===== config.mk =====
export PLATFORM = sky130hd
export DESIGN_NAME = irq_pend_latch
export DESIGN_NICKNAME = d
export VERILOG_FILES = /design/src/rtl/irq_pend_pkg.sv /design/src/rtl/irq_sync.sv /design/src/rtl/irq_line_cell.sv /design/src/rtl/irq_pick.sv /design/src/rtl/irq_pend_latch.sv
export SDC_FILE = /design/constraint.sdc
export NUM_CORES = 1
export LEC_CHECK = 0
export BUFFER_PORTS_ARGS = -buffer_cell sky130_fd_sc_hd__clkbuf_2
export CAP_MARGIN = 20
export CORE_ASPECT_RATIO = 0.5
export CORE_UTILIZATION = 45
export DETAILED_ROUTE_END_ITERATION = 8
export PLACE_DENSITY = 0.71
export SKIP_CTS_REPAIR_TIMING = 1
export SLEW_MARGIN = 20
export SYNTH_ARGS = -nofsm -noshare
export SYNTH_HDL_FRONTEND = slang
export SYNTH_SLANG_ARGS = --single-unit

===== constraint.sdc =====
create_clock -name clk -period 2.66 [get_ports clk]
set_input_delay 0.266 -clock clk [delete_from_list [all_inputs] [get_ports clk]]
set_output_delay 0.266 -clock clk [all_outputs]
set_load 0.05 [all_outputs]

===== src/rtl/irq_pend_pkg.sv =====
package irq_pend_pkg;

    localparam int MAX_LINES = 32;

    typedef enum logic {
        TRIG_LEVEL = 1'b0,
        TRIG_PULSE = 1'b1
    } trig_e;

    typedef struct packed {
        logic seen;    // synchronized level of the previous cycle
        logic sticky;  // latched pulse flag
    } line_state_t;

    // Index of the lowest set bit; 0 when none is set.
    function automatic logic [4:0] lowest_set(input logic [MAX_LINES-1:0] vec);
        logic [4:0] idx;
        idx = '0;
        for (int i = MAX_LINES - 1; i >= 0; i--) begin
            if (vec[i]) idx = 5'(i);
        end
        return idx;
    endfunction

endpackage


===== src/rtl/irq_sync.sv =====
module irq_sync #(
    parameter int WIDTH  = 8,
    parameter int STAGES = 2
) (
    input  logic             clk,
    input  logic             rst,
    input  logic [WIDTH-1:0] d_i,
    output logic [WIDTH-1:0] q_o
);
    for (genvar g = 0; g < WIDTH; g++) begin : g_bit
        logic [STAGES-1:0] chain;
        always_ff @(posedge clk) begin
            if (rst) chain <= '0;
            else     chain <= {chain[STAGES-2:0], d_i[g]};
        end
        assign q_o[g] = chain[STAGES-1];
    end
endmodule


===== src/rtl/irq_line_cell.sv =====
module irq_line_cell
    import irq_pend_pkg::*;
(
    input  logic clk,
    input  logic rst,
    input  logic mode_i,
    input  logic lvl_i,
    input  logic clr_i,
    output logic pend_o
);
    line_state_t st_q, st_d;
    trig_e       trig;
    logic        rise;

    assign trig = trig_e'(mode_i);
    assign rise = lvl_i & ~st_q.seen;

    always_comb begin
        st_d.seen = lvl_i;
        if (trig == TRIG_PULSE) st_d.sticky = rise | (st_q.sticky & ~clr_i);
        else                    st_d.sticky = 1'b0;
    end

    always_ff @(posedge clk) begin
        if (rst) st_q <= '0;
        else     st_q <= st_d;
    end

    assign pend_o = (trig == TRIG_PULSE) ? st_q.sticky : lvl_i;
endmodule


===== src/rtl/irq_pick.sv =====
module irq_pick
    import irq_pend_pkg::*;
#(
    parameter int NUM_LINES = 8,
    localparam int ID_W = (NUM_LINES > 1) ? $clog2(NUM_LINES) : 1
) (
    input  logic [NUM_LINES-1:0] pend_i,
    output logic                 any_o,
    output logic [ID_W-1:0]      id_o
);
    logic [MAX_LINES-1:0] wide;
    logic [4:0]           idx;

    assign wide  = MAX_LINES'(pend_i);
    assign idx   = lowest_set(wide);
    assign any_o = |pend_i;
    assign id_o  = idx[ID_W-1:0];
endmodule


===== src/rtl/irq_pend_latch.sv =====
module irq_pend_latch
    import irq_pend_pkg::*;
#(
    parameter int NUM_LINES   = 8,
    parameter int SYNC_STAGES = 2,
    localparam int ID_W = (NUM_LINES > 1) ? $clog2(NUM_LINES) : 1
) (
    input  logic                 clk,
    input  logic                 rst,
    input  logic [NUM_LINES-1:0] src_i,
    input  logic [NUM_LINES-1:0] mode_i,
    input  logic [NUM_LINES-1:0] clr_i,
    input  logic                 gie_i,
    input  logic                 take_i,
    input  logic                 ret_i,
    output logic [NUM_LINES-1:0] pend_o,
    output logic                 irq_o,
    output logic [ID_W-1:0]      irq_id_o,
    output logic                 active_o
);
    logic [NUM_LINES-1:0] lvl;
    logic                 any_pend;
    logic                 active_q;

    irq_sync #(.WIDTH(NUM_LINES), .STAGES(SYNC_STAGES)) i_sync (
        .clk (clk),
        .rst (rst),
        .d_i (src_i),
        .q_o (lvl)
    );

    for (genvar g = 0; g < NUM_LINES; g++) begin : g_line
        irq_line_cell i_cell (
            .clk    (clk),
            .rst    (rst),
            .mode_i (mode_i[g]),
            .lvl_i  (lvl[g]),
            .clr_i  (clr_i[g]),
            .pend_o (pend_o[g])
        );
    end

    irq_pick #(.NUM_LINES(NUM_LINES)) i_pick (
        .pend_i (pend_o),
        .any_o  (any_pend),
        .id_o   (irq_id_o)
    );

    assign irq_o = gie_i & ~active_q & any_pend;

    always_ff @(posedge clk) begin
        if (rst)           active_q <= 1'b0;
        else if (active_q) active_q <= ~ret_i;
        else               active_q <= take_i & irq_o;
    end

    assign active_o = active_q;
endmodule


==> reports/qor.txt, run 1 <==
CRITICAL PATH
--------------------------------------------------------------------------------------------------
Sort of element at the end of the critical path ..................................... primary output
Highest net fanout along the worst path .............................................            3
Bufs and invs on worst path .........................................................            2
Largest incremental delay on the critical path ......................................       370 ps
CP required .........................................................................      2390 ps
Cells traversed along the worst timing path ......................................... inv_1, o211ai_2, nand3_1, a311oi_1, clkbuf_2
Arrival @ worst endpoint ............................................................      1630 ps
Cell class contributing the biggest share of worst-path delay ....................... compound AO/OA/AOI/OAI gates
Element type at the critical path start .............................................     register
Cell at the slowest stage of the critical path ...................................... sky130_fd_sc_hd__dfxtp_1
Setup Crit Path Kind ................................................................ register to primary output

DRT
--------------------------------------------------------------------------------------------------
Via Count ...........................................................................          946
Remaining antenna violation count ...................................................            0
Final routed wire length divided by cell count ......................................      10.1 µm
Detailed router's first-iteration violation count ...................................           42
Via density .........................................................................         4.57
Router iterations before antenna repair .............................................            4
Final wirelength ....................................................................      2090 µm
Detailed-route DRC error count ......................................................            0

DIE
--------------------------------------------------------------------------------------------------
Horizontal die dimension ............................................................      77.2 µm
Chip Height .........................................................................      39.6 µm
Rows ................................................................................           13
Top-level I/O count .................................................................           42
Area of the core region .............................................................     2640 µm²
Initial standard-cell utilization of the core .......................................        48.2%
Area of the die .....................................................................     3050 µm²

GRT
--------------------------------------------------------------------------------------------------
Global Route Usage Sum ..............................................................        15.1%
Initial antenna violation count .....................................................            0
First-pass GRT wire length ..........................................................      3170 µm
Global route total overflow .........................................................            0
Via count of the first global-routing pass ..........................................          787
Maximum number of pins on one net before global-route repair ........................           27

RUN
--------------------------------------------------------------------------------------------------
Max-cap violations ..................................................................            0

PLACE
--------------------------------------------------------------------------------------------------
Placed Area .........................................................................     1460 µm²
Buffers on Ports ....................................................................           41
# placed instances ..................................................................          200
Final GP Congestion .................................................................        0.707
Pre-CTS WS ..........................................................................       984 ps
HPWL after detailed placement .......................................................      1590 µm

POWER
--------------------------------------------------------------------------------------------------
Int Pwr .............................................................................       766 µW
Peak ir drop on the vdd network .....................................................     0.340 mV
Gate power share ....................................................................        13.3%
Psw .................................................................................       245 µW
Total power divided by cell area ....................................................   656 nW/µm²
Share of total power in sequential cells ............................................        51.4%
Leakage .............................................................................     0.774 nW
Relative contribution of the clock network to total power ...........................        35.3%
Share of total power consumed by net switching ......................................        24.2%
Pwr Total ...........................................................................      1.01 mW

STA
--------------------------------------------------------------------------------------------------
Clock Skews .........................................................................      3.70 ps
Final setup violation count .........................................................            0
Worst-Margin Slew ...................................................................       511 ps
Post-route minimum period ...........................................................      1900 ps
Setup repair after global routing missed its margin .................................           no
Minimum setup slack in the final design .............................................       760 ps
Top achievable clock speed ..........................................................    0.526 GHz
Max-slew violation total from the final report ......................................            0
Final clock period utilization by the worst path ....................................        71.4%
Headroom to the max-slew limit ......................................................        66.0%
Smallest hold slack .................................................................       186 ps
Final hold violation count ..........................................................            0
Final setup TNS .....................................................................         0 ps

SYNTH
--------------------------------------------------------------------------------------------------
Mean area per synthesized cell ......................................................     9.63 µm²
Post-synthesis cell count ...........................................................          132
Yosys warning total .................................................................            0
Post-synthesis net count ............................................................          161
Post-synth design cell area .........................................................     1270 µm²
Flip-flop and latch count after synthesis ...........................................           33
Fraction of the yosys area taken by sequential cells ................................        52.0%
Distinct cell type count of the synthesized netlist .................................           22

CELLS AND AREA
--------------------------------------------------------------------------------------------------
Number of fill cells in the layout ..................................................          245
Share of final-layout standard cells stronger than drive strength 1 .................        31.8%
P&R area growth vs syn ..............................................................        21.3%
Net total in the final layout .......................................................          199
Number of inserted diodes ...........................................................            0
Post-layout instance count excluding filler cells ...................................          207
Utilization after layout ............................................................        58.5%
Final Cell Area .....................................................................     1540 µm²

RUN STATUS
--------------------------------------------------------------------------------------------------
Outcome ............................................................................. finished, final reports clean

WORST HOLD PATH
--------------------------------------------------------------------------------------------------
Class of the tightest hold or removal check ......................................... input port to register

CLOCK TREE
--------------------------------------------------------------------------------------------------
Root Buffer Master .................................................................. sky130_fd_sc_hd__clkbuf_8
Clk sink count ......................................................................           33
TritonCTS clock tree ................................................................        built
Total CTS buffers ...................................................................            5
Maximum count of clock buffers along a single path ..................................            2
H-Tree Depth ........................................................................            2
Clock latency on the worst-skew pair ................................................       270 ps
Clock transition time at the flip-flop clock pins of the worst setup and hold paths .        60 ps

-- synthesized netlist by cell type --
cell type	number	area (µm²)
sky130_fd_sc_hd__o32ai_1	1	8.76
sky130_fd_sc_hd__nand2_1	2	7.51
sky130_fd_sc_hd__a311oi_1	1	8.76
sky130_fd_sc_hd__and3_1	7	43.8
sky130_fd_sc_hd__inv_1	25	93.8
sky130_fd_sc_hd__mux2i_2	3	41.3
sky130_fd_sc_hd__nand3_1	1	5.00
sky130_fd_sc_hd__nor3b_1	1	7.51
sky130_fd_sc_hd__nand4_1	2	12.5
sky130_fd_sc_hd__o211ai_2	1	12.5
sky130_fd_sc_hd__o211ai_1	1	7.51
sky130_fd_sc_hd__o22ai_1	8	50.1
sky130_fd_sc_hd__a21oi_1	2	10.0
sky130_fd_sc_hd__mux2i_1	4	40.0
sky130_fd_sc_hd__and3_2	1	7.51
sky130_fd_sc_hd__clkbuf_1	2	7.51
sky130_fd_sc_hd__mux2_4	1	15.0
sky130_fd_sc_hd__dfxtp_1	33	661
sky130_fd_sc_hd__buf_4	8	60.1
sky130_fd_sc_hd__nor3_2	1	10.0
sky130_fd_sc_hd__nor2b_1	24	150
sky130_fd_sc_hd__nor2_1	3	11.3
-- per-layer routing --
layer | vias up | routed length, µm | track usage [%]
met5 | - | 0 | 0
met1 | 425 | 1040 | 17.5
met3 | 4 | 143 | 7.44
met2 | 29 | 870 | 23.9
li1 | 488 | - | -
met4 | 0 | 34 | 7.08
-- area by class of cell --
type,instances,area [µm²],area share [%]
Clock buffer,7,86.3,5.60
Inverter,25,93.8,6.09
Multi-Input combinational cell,64,449,29.1
Sequential cell,33,661,42.9
Tap cell,37,46.3,3.00
Timing Repair Buffer,41,205,13.3
-- final timing paths --
path	from	end	slack, ps	depth (start not counted)
max reg2reg	i_sync.g_bit[7].chain[1]$_SDFF_PP0_	active_o$_SDFF_PP0_	1400	4
min reg2reg	i_sync.g_bit[3].chain[0]$_SDFF_PP0_	i_sync.g_bit[3].chain[1]$_SDFF_PP0_	430	1
min	ret_i	active_o$_SDFF_PP0_	190	2
max	i_sync.g_bit[6].chain[1]$_SDFF_PP0_	irq_id_o[1]	760	5
-- cells by family after synthesis --
kind of cell / synth area share [%]
AND/OR/NAND/NOR: 20.1
buffers and inverters: 12.7
flip-flops: 52.0
AO/OA/AOI/OAI: 7.68
multiplexers: 7.58
-- power groups by stage --
stage          Combinational (mW)  Clock [mW]  Sequential, mW
2_1_floorplan              0.0952           0           0.532
5_1_grt                     0.145       0.395           0.521
3_3_place_gp                0.133           0           0.530
4_1_cts                     0.136       0.370           0.520
3_5_place_dp                0.135           0           0.531
6_report                    0.134       0.357           0.520
-- flip-flops by register name, summed over array words and instances (netlist names) --
signal,flops
i_sync.g_bit.chain,16
g_line.i_cell.st_q,16
active_o,1
-- placed cells by master, fill, tap and decap left out --
cell / instances
sky130_fd_sc_hd__a21oi_1: 2
sky130_fd_sc_hd__a311oi_1: 1
sky130_fd_sc_hd__and3_1: 7
sky130_fd_sc_hd__and3_2: 1
sky130_fd_sc_hd__clkbuf_1: 1
sky130_fd_sc_hd__clkbuf_2: 41
sky130_fd_sc_hd__clkbuf_8: 6
sky130_fd_sc_hd__dfxtp_1: 33
sky130_fd_sc_hd__inv_1: 25
sky130_fd_sc_hd__mux2_4: 1
sky130_fd_sc_hd__mux2i_1: 4
sky130_fd_sc_hd__mux2i_2: 3
sky130_fd_sc_hd__nand2_1: 2
sky130_fd_sc_hd__nand3_1: 1
sky130_fd_sc_hd__nand4_1: 2
sky130_fd_sc_hd__nor2_1: 3
sky130_fd_sc_hd__nor2b_1: 24
sky130_fd_sc_hd__nor3_2: 1
sky130_fd_sc_hd__nor3b_1: 1
sky130_fd_sc_hd__o211ai_1: 1
sky130_fd_sc_hd__o211ai_2: 1
sky130_fd_sc_hd__o22ai_1: 8
sky130_fd_sc_hd__o32ai_1: 1
(Power assumes the default switching activity.)
==> inputs of run 2 (changes only) <==
ABC_AREA = 1   (was default)
clock period = 1.8 ns   (was 2.66 ns; I/O delays follow)
==> run 2 against run 1 <==
Core utilization increased by 0.93 points. Area after synthesis increased by 7.0%. Wire length increased by 7.1%. Via count increased by 14%. Non-clock buffer count unchanged. Synthesized cell count increased by 44%. Final area increased by 5.4%. Die area increased by 6.7%. Global-route usage about the same. Critical path type unchanged. Largest cell class unchanged. Largest power group unchanged.
==> reports/qor.txt, run 2 <==
DRT
--------------------------------------------------------------------------------------------------
Final wirelength ....................................................................      2240 µm   was 2090 µm
Via Count ...........................................................................        1,082   was 946
Detailed router's first-iteration violation count ...................................           38   was 42
Router iterations before antenna repair .............................................            4   unchanged
Final routed wire length divided by cell count ......................................      8.52 µm   was 10.1 µm
Remaining antenna violation count ...................................................            0   unchanged
Detailed-route DRC error count ......................................................            0   unchanged
Via density .........................................................................         4.11   was 4.57

SYNTH
--------------------------------------------------------------------------------------------------
Flip-flop and latch count after synthesis ...........................................           33   unchanged
Most common cell in the synthesized netlist ......................................... sky130_fd_sc_hd__inv_1   was sky130_fd_sc_hd__dfxtp_1
Share of Yosys cell area claimed by the top area cell type ..........................        48.6%   was 52.0%
Post-synthesis net count ............................................................          219   was 161
Yosys warning total .................................................................            0   unchanged
Mean area per synthesized cell ......................................................     7.16 µm²   was 9.63 µm²
EDFF count, synth ...................................................................            0   unchanged
Cells taking the most area after synthesis .......................................... sky130_fd_sc_hd__dfxtp_1, sky130_fd_sc_hd__inv_1, sky130_fd_sc_hd__nand2_1   was sky130_fd_sc_hd__dfxtp_1, sky130_fd_sc_hd__nor2b_1, sky130_fd_sc_hd__inv_1
Cell types with the highest counts after synthesis .................................. sky130_fd_sc_hd__inv_1, sky130_fd_sc_hd__nand2_1, sky130_fd_sc_hd__nor2_1   was sky130_fd_sc_hd__dfxtp_1, sky130_fd_sc_hd__inv_1, sky130_fd_sc_hd__nor2b_1
Share of synthesized registers carrying an async set or reset .......................           0%   unchanged
Post-synthesis cell count ...........................................................          190   was 132
Distinct cell type count of the synthesized netlist .................................           16   was 22
Top FF cell, synth .................................................................. sky130_fd_sc_hd__dfxtp_1   unchanged
Post-synth design cell area .........................................................     1360 µm²   was 1270 µm²
Biggest area consumer among synthesized cells ....................................... sky130_fd_sc_hd__dfxtp_1   unchanged
Fraction of the yosys area taken by sequential cells ................................        48.6%   was 52.0%

CRITICAL PATH
--------------------------------------------------------------------------------------------------
Setup Crit Path Kind ................................................................ register to primary output   unchanged
Highest net fanout along the worst path .............................................            3   unchanged
Sort of element at the end of the critical path ..................................... primary output   unchanged
Arrival @ worst endpoint ............................................................      1450 ps   was 1630 ps
CP required .........................................................................      1620 ps   was 2390 ps
Element type at the critical path start .............................................     register   unchanged

RUN
--------------------------------------------------------------------------------------------------
Max-cap violations ..................................................................            0   unchanged

STA
--------------------------------------------------------------------------------------------------
Clock Skews .........................................................................      1.40 ps   was 3.70 ps
Headroom to the max-slew limit ......................................................        58.1%   was 66.0%
Final clock period utilization by the worst path ....................................        90.7%
Top achievable clock speed ..........................................................    0.613 GHz
Final hold violation count ..........................................................            0   unchanged
Final setup TNS .....................................................................         0 ps   unchanged
Final setup violation count .........................................................            0   unchanged
Post-route minimum period ...........................................................      1630 ps
Smallest hold slack .................................................................      85.0 ps   was 186 ps
Max-slew violation total from the final report ......................................            0   unchanged
Worst-Margin Slew ...................................................................       628 ps   was 511 ps
Setup repair after global routing missed its margin .................................           no   unchanged

CELLS AND AREA
--------------------------------------------------------------------------------------------------
P&R area growth vs syn ..............................................................        19.4%   was 21.3%
Final Cell Area .....................................................................     1620 µm²   was 1540 µm²
Top library cells by usage in the layout, fill and taps aside ....................... sky130_fd_sc_hd__inv_1, sky130_fd_sc_hd__clkbuf_2, sky130_fd_sc_hd__nand2_1   was sky130_fd_sc_hd__clkbuf_2, sky130_fd_sc_hd__dfxtp_1, sky130_fd_sc_hd__inv_1
Share of final-layout standard cells stronger than drive strength 1 .................        29.2%   was 31.8%
Number of inserted diodes ...........................................................            0   unchanged
Net total in the final layout .......................................................          255   was 199
Number of fill cells in the layout ..................................................          269   was 245
Commonest non-fill, non-tap cell in the layout ...................................... sky130_fd_sc_hd__inv_1   was sky130_fd_sc_hd__clkbuf_2
Utilization after layout ............................................................        59.4%   was 58.5%

CLOCK TREE
--------------------------------------------------------------------------------------------------
Maximum count of clock buffers along a single path ..................................            2   unchanged
Root Buffer Master .................................................................. sky130_fd_sc_hd__clkbuf_8   unchanged
Clock latency on the worst-skew pair ................................................       280 ps   was 270 ps
Clock transition time at the flip-flop clock pins of the worst setup and hold paths .        60 ps   about the same
H-Tree Depth ........................................................................            2   unchanged
Total CTS buffers ...................................................................            5   unchanged
Clk sink count ......................................................................           33   unchanged
TritonCTS clock tree ................................................................        built   unchanged

PLACE
--------------------------------------------------------------------------------------------------
Final GP Congestion .................................................................        0.730   was 0.707
Buffers on Ports ....................................................................           41   unchanged
HPWL after detailed placement .......................................................      1710 µm   was 1590 µm
Placed Area .........................................................................     1540 µm²   was 1460 µm²

DIE
--------------------------------------------------------------------------------------------------
Horizontal die dimension ............................................................      79.7 µm   was 77.2 µm
Top-level I/O count .................................................................           42   unchanged
Rows ................................................................................           13   unchanged
Chip Height .........................................................................      40.9 µm   was 39.6 µm
Area of the core region .............................................................     2730 µm²   was 2640 µm²
Initial standard-cell utilization of the core .......................................        49.8%   was 48.2%
Area of the die .....................................................................     3260 µm²   was 3050 µm²

POWER
--------------------------------------------------------------------------------------------------
Leakage .............................................................................     0.906 nW   was 0.774 nW
Peak ir drop on the vdd network .....................................................     0.507 mV   was 0.340 mV
Total power divided by cell area ....................................................   959 nW/µm²   was 656 nW/µm²
Pwr Total ...........................................................................      1.56 mW   was 1.01 mW

GRT
--------------------------------------------------------------------------------------------------
Maximum number of pins on one net before global-route repair ........................           34   was 27
Global Route Usage Sum ..............................................................        15.1%   about the same
Initial antenna violation count .....................................................            0   unchanged
Global route total overflow .........................................................            0   unchanged
Via count of the first global-routing pass ..........................................          846   was 787
First-pass GRT wire length ..........................................................      3420 µm   was 3170 µm

WORST HOLD PATH
--------------------------------------------------------------------------------------------------
Class of the tightest hold or removal check ......................................... input port to register   unchanged

RUN STATUS
--------------------------------------------------------------------------------------------------
Outcome ............................................................................. finished, final reports clean   unchanged

## run 2: path summary, 6_finish.rpt
| kind | start | end | slack, ps | depth (start not counted) |
|---|---|---|---|---|
| max | g_line[6].i_cell.st_q[0]$_SDFF_PP0_ | irq_id_o[0] | 170 | 10 |
| min | src_i[6] | i_sync.g_bit[6].chain[0]$_SDFF_PP0_ | 80 | 3 |
| max reg2reg | i_sync.g_bit[2].chain[1]$_SDFF_PP0_ | active_o$_SDFF_PP0_ | 690 | 8 |
| min reg2reg | i_sync.g_bit[2].chain[0]$_SDFF_PP0_ | i_sync.g_bit[2].chain[1]$_SDFF_PP0_ | 400 | 2 |
## run 2: layer usage
metal,GRT usage [%],up-vias,part of all wire [%]
met3,5.33,4,5.6
met2,25.4,26,45
met5,0,-,0
li1,-,604,-
met1,17.4,448,48
met4,9.38,0,1.4
## run 2: per-stage QoR
step	worst slack (ps)	instances
floorplan	129	190
global placement	466	256
detailed placement	452	256
CTS	140	263
global route	20.0	263
finish	168	263
## run 2: where the power goes
part           total (mW)  switching [mW]  internal [mW]
clock network       0.540           0.237          0.303
registers           0.764         0.00735          0.757
logic               0.253           0.176         0.0767
total                1.56           0.421           1.14
## run 2: worst max-delay path: stages, from the launching register on
cell and delay, ps:
sky130_fd_sc_hd__dfxtp_1 290, sky130_fd_sc_hd__inv_1 60, sky130_fd_sc_hd__nand2_1 60, sky130_fd_sc_hd__nand2_2 90, sky130_fd_sc_hd__nand2_1 70, sky130_fd_sc_hd__nand2_1 60
sky130_fd_sc_hd__nand2_1 50, sky130_fd_sc_hd__nand2_1 50, sky130_fd_sc_hd__nand2_1 60, sky130_fd_sc_hd__a21oi_2 110, sky130_fd_sc_hd__clkbuf_2 280
## run 2: layout make-up
class | count | area [µm²] | share of cell area [%]
clock buffer | 7 | 86.3 | 5.32
inverter | 49 | 184 | 11.3
multi-input combinational | 96 | 442 | 27.2
sequential | 33 | 661 | 40.7
tap | 37 | 46.3 | 2.85
timing repair buffer | 41 | 205 | 12.6
## run 2: logic make-up (layout without fill, tap and decap cells)
group / Yosys count / count (layout) / synth area share, %
AOI/OAI and AO/OA: 12 / 12 / 5.98
buffers and inverters: 61 / 97 / 19.3
DFF: 33 / 33 / 48.6
and+or+nand+nor: 84 / 84 / 26.1
==> inputs of run 3 (changes only) <==
PLACE_DENSITY = 0.75   (was 0.71)
SYNTH_HIERARCHICAL = 1   (was default)
==> run 3 against run 2 <==
Total power grew 11%. Die area grew 1.9%. Non-clock buffer count grew 2. Critical path depth shrank 2. Via count grew 2.6%. Critical endpoint is now irq_o. Largest power group unchanged.
==> reports/qor.txt, run 3 <==
CRITICAL PATH
--------------------------------------------------------------------------------------------------
FF-to-FF path depth .................................................................            7   was 8
Launching element of the worst setup path ........................................... g_line[6].i_cell/st_q[0]$_SDFF_PP0_   was g_line[6].i_cell.st_q[0]$_SDFF_PP0_
Total number of cells along the worst setup path ....................................            8   was 10
Most common cell type on the critical path .......................................... sky130_fd_sc_hd__nand2_2   was sky130_fd_sc_hd__nand2_1
Setup Crit Path Kind ................................................................ register to primary output   unchanged
Arrival @ worst endpoint ............................................................      1580 ps   was 1450 ps
Startpoint of the worst-slack reg-to-reg timing path ................................ g_line[6].i_cell/st_q[0]$_SDFF_PP0_   was i_sync.g_bit[2].chain[1]$_SDFF_PP0_
Highest net fanout along the worst path .............................................            3   unchanged
CP required .........................................................................      1620 ps   about the same
Element type at the critical path start .............................................     register   unchanged
Cell at the slowest stage of the critical path ...................................... sky130_fd_sc_hd__dfxtp_2   was sky130_fd_sc_hd__dfxtp_1
Bufs and invs on worst path .........................................................            1   was 2
Sort of element at the end of the critical path ..................................... primary output   unchanged
End of the critical path ............................................................        irq_o   was irq_id_o[0]
End of the worst register-to-register path .......................................... active_o$_SDFF_PP0_   unchanged
R2R setup slack .....................................................................       470 ps   was 690 ps
Cell class contributing the biggest share of worst-path delay ....................... simple AND/OR/NAND/NOR gates   unchanged
Largest incremental delay on the critical path ......................................       320 ps   was 290 ps
Cells traversed along the worst timing path ......................................... nand2_2, o21ai_4, or2_4, nor3_4, nand2_2, nand2_2, nor2_4, buf_6   was inv_1, nand2_1, nand2_2, nand2_1, nand2_1, nand2_1, nand2_1, nand2_1, a21oi_2, clkbuf_2

DRT
--------------------------------------------------------------------------------------------------
Top sig layer .......................................................................         met4   unchanged
Routed wl met2 ......................................................................      1150 µm   was 1000 µm
Detailed router's first-iteration violation count ...................................           31   was 38
Router iterations before antenna repair .............................................            4   unchanged
Met3 wire len .......................................................................       122 µm   was 125 µm
Remaining antenna violation count ...................................................            0   unchanged
Via density .........................................................................         4.13   was 4.11
Routed metal-1 wirelength ...........................................................      1110 µm   was 1080 µm
Final wirelength ....................................................................      2400 µm   was 2240 µm
Detailed-route DRC error count ......................................................            0   unchanged
Via Count ...........................................................................        1,110   was 1,082
Final routed wire length divided by cell count ......................................      8.94 µm   was 8.52 µm

CLOCK TREE
--------------------------------------------------------------------------------------------------
Root Buffer Master .................................................................. sky130_fd_sc_hd__clkbuf_8   unchanged
Maximum count of clock buffers along a single path ..................................            2   unchanged
Clk sink count ......................................................................           33   unchanged
H-Tree Depth ........................................................................            2   unchanged
Clock transition time at the flip-flop clock pins of the worst setup and hold paths .        70 ps   was 60 ps
Total CTS buffers ...................................................................            5   unchanged
TritonCTS clock tree ................................................................        built   unchanged
Clock latency on the worst-skew pair ................................................       280 ps   about the same

SYNTH
--------------------------------------------------------------------------------------------------
Biggest area consumer among synthesized cells ....................................... sky130_fd_sc_hd__dfxtp_1   unchanged
Post-synth design cell area .........................................................     1390 µm²   was 1360 µm²
Distinct cell type count of the synthesized netlist .................................           16   unchanged
Top FF cell, synth .................................................................. sky130_fd_sc_hd__dfxtp_1   unchanged
EDFF count, synth ...................................................................            0   unchanged
Fraction of the yosys area taken by sequential cells ................................        47.7%   was 48.6%
Cell types with the highest counts after synthesis .................................. sky130_fd_sc_hd__inv_1, sky130_fd_sc_hd__nand2_1, sky130_fd_sc_hd__dfxtp_1   was sky130_fd_sc_hd__inv_1, sky130_fd_sc_hd__nand2_1, sky130_fd_sc_hd__nor2_1
Cells taking the most area after synthesis .......................................... sky130_fd_sc_hd__dfxtp_1, sky130_fd_sc_hd__inv_1, sky130_fd_sc_hd__nand2_1   unchanged
Flip-flop and latch count after synthesis ...........................................           33   unchanged
Post-synthesis net count ............................................................          220   was 219
Share of Yosys cell area claimed by the top area cell type ..........................        47.7%   was 48.6%
Share of synthesized registers carrying an async set or reset .......................           0%   unchanged
Most common cell in the synthesized netlist ......................................... sky130_fd_sc_hd__inv_1   unchanged
Mean area per synthesized cell ......................................................     7.26 µm²   was 7.16 µm²
Yosys warning total .................................................................            6   was 0
Post-synthesis cell count ...........................................................          191   was 190

POWER
--------------------------------------------------------------------------------------------------
Leakage .............................................................................     0.886 nW   was 0.906 nW
Pwr Total ...........................................................................      1.74 mW   was 1.56 mW
Total power divided by cell area ....................................................   949 nW/µm²   was 959 nW/µm²
Peak ir drop on the vdd network .....................................................     0.475 mV   was 0.507 mV

DIE
--------------------------------------------------------------------------------------------------
Top-level I/O count .................................................................           42   unchanged
Horizontal die dimension ............................................................      80.5 µm   was 79.7 µm
Chip Height .........................................................................      41.2 µm   was 40.9 µm
Rows ................................................................................           13   unchanged
Area of the core region .............................................................     2750 µm²   was 2730 µm²
Area of the die .....................................................................     3320 µm²   was 3260 µm²
Initial standard-cell utilization of the core .......................................        50.4%   was 49.8%

STA
--------------------------------------------------------------------------------------------------
Max-slew violation total from the final report ......................................            0   unchanged
Minimum setup slack in the final design .............................................      44.0 ps   was 168 ps
Clock Skews .........................................................................      3.84 ps   was 1.40 ps
Smallest hold slack .................................................................      78.5 ps   was 85.0 ps
Headroom to the max-slew limit ......................................................        55.1%   was 58.1%
Final setup violation count .........................................................            0   unchanged
Worst-Margin Slew ...................................................................       674 ps   was 628 ps
Post-route minimum period ...........................................................      1760 ps   was 1630 ps
Setup repair after global routing missed its margin .................................          yes   was no
Top achievable clock speed ..........................................................    0.569 GHz   was 0.613 GHz
Final hold violation count ..........................................................            0   unchanged
Final clock period utilization by the worst path ....................................        97.6%   was 90.7%

PLACE
--------------------------------------------------------------------------------------------------
Buffers on Ports ....................................................................           41   unchanged
HPWL after detailed placement .......................................................      1770 µm   was 1710 µm
Pre-CTS WS ..........................................................................       206 ps   was 452 ps
# placed instances ..................................................................          259   was 256
Final GP Congestion .................................................................        0.674   was 0.730

CELLS AND AREA
--------------------------------------------------------------------------------------------------
P&R area growth vs syn ..............................................................        31.9%   was 19.4%
Register area .......................................................................      663 µm²   was 661 µm²
Number of fill cells in the layout ..................................................          251   was 269
Share of final-layout standard cells stronger than drive strength 1 .................        37.5%   was 29.2%
Net total in the final layout .......................................................          260   was 255
Top library cells by usage in the layout, fill and taps aside ....................... sky130_fd_sc_hd__inv_1, sky130_fd_sc_hd__clkbuf_2, sky130_fd_sc_hd__nand2_1   unchanged
Post-layout instance count excluding filler cells ...................................          269   was 263
Commonest non-fill, non-tap cell in the layout ...................................... sky130_fd_sc_hd__inv_1   unchanged
Multi-input logic area ..............................................................      547 µm²   was 442 µm²
Number of inserted diodes ...........................................................            0   unchanged

GRT
--------------------------------------------------------------------------------------------------
Global Route Usage Sum ..............................................................        15.3%   was 15.1%
Maximum number of pins on one net before global-route repair ........................           34   unchanged
Global route total overflow .........................................................            0   unchanged
First-pass GRT wire length ..........................................................      3420 µm   about the same
Via count of the first global-routing pass ..........................................          855   was 846
Initial antenna violation count .....................................................            0   unchanged

WORST HOLD PATH
--------------------------------------------------------------------------------------------------
Class of the tightest hold or removal check ......................................... input port to register   unchanged
Instance count along the most critical hold path ....................................            3   unchanged

RUN
--------------------------------------------------------------------------------------------------
Max-cap violations ..................................................................            0   unchanged

RUN STATUS
--------------------------------------------------------------------------------------------------
Outcome ............................................................................. finished, final reports clean   unchanged

## run 3: cell types whose count changed after synthesis, moves of 2 or more
cell	change
sky130_fd_sc_hd__o22ai_1	-8
sky130_fd_sc_hd__buf_2	-3
sky130_fd_sc_hd__nand2_1	+5
sky130_fd_sc_hd__inv_2	-2
sky130_fd_sc_hd__inv_1	+10
sky130_fd_sc_hd__nor2_1	-11
sky130_fd_sc_hd__nand4_1	+2
sky130_fd_sc_hd__a21oi_2	+7
sky130_fd_sc_hd__or2_1	+2
sky130_fd_sc_hd__nand2_2	-11
sky130_fd_sc_hd__o21ai_1	+8
## run 3: cell type report
| type | instances | share of cell area (%) |
|---|---|---|
| tap | 37 | 2.53 |
| inverter | 57 | 11.7 |
| multi-input combinational | 91 | 29.9 |
| clock inverter | 2 | 2.05 |
| clock buffer | 6 | 4.51 |
| sequential | 33 | 36.3 |
| timing repair buffer | 43 | 13.1 |
## run 3: kinds of logic after synthesis
group                  count (synthesis)  share of synthesized area [%]
and+or+nand+nor                       72                           21.3
AOI/OAI and AO/OA                     19                           9.39
buffers and inverters                 67                           21.7
DFF                                   33                           47.7
## run 3: how the worst min path moves through the flow
stage | from | endpoint | slack, ps
2_1_floorplan | rst | active_o$_SDFF_PP0_ | 240
3_3_place_gp | src_i[5] | i_sync/g_bit[5].chain[0]$_SDFF_PP0_ | 370
3_5_place_dp | src_i[7] | i_sync/g_bit[7].chain[0]$_SDFF_PP0_ | 370
4_1_cts | src_i[7] | i_sync/g_bit[7].chain[0]$_SDFF_PP0_ | 70
5_1_grt | src_i[1] | i_sync/g_bit[1].chain[0]$_SDFF_PP0_ | 80
6_report | src_i[7] | i_sync/g_bit[7].chain[0]$_SDFF_PP0_ | 80
## run 3: power breakdown
group | total, mW | switching [mW] | internal, mW
Sequential | 0.767 | 0.0107 | 0.757
Combinational | 0.253 | 0.163 | 0.0898
Clock | 0.716 | 0.266 | 0.450
## run 3: metrics by stage
step                utilization [%]  setup TNS, ps  instance area, µm²
detailed placement             59.9              0                1650
global route                   66.5          -14.1                1830
CTS                            64.3          -88.4                1770
global placement               59.9              0                1650
finish                         66.5              0                1830
floorplan                         -           -143                1480
## run 3: worst register-to-register path, cell delays in order, from the launching register on
cell and delay, ps:
sky130_fd_sc_hd__dfxtp_2 320, sky130_fd_sc_hd__nand2_2 80, sky130_fd_sc_hd__o21ai_4 60, sky130_fd_sc_hd__or2_4 270, sky130_fd_sc_hd__nor3_4 210, sky130_fd_sc_hd__nand2_2 90
sky130_fd_sc_hd__nand4_1 100, sky130_fd_sc_hd__a21oi_2 50
## run 3: per-layer routing
| metal | vias to the layer above | global-route usage, % |
|---|---|---|
| met4 | 0 | 9.38 |
| met2 | 25 | 26.5 |
| met3 | 5 | 6.67 |
| met5 | - | 0 |
| li1 | 616 | - |
| met1 | 464 | 16.5 |
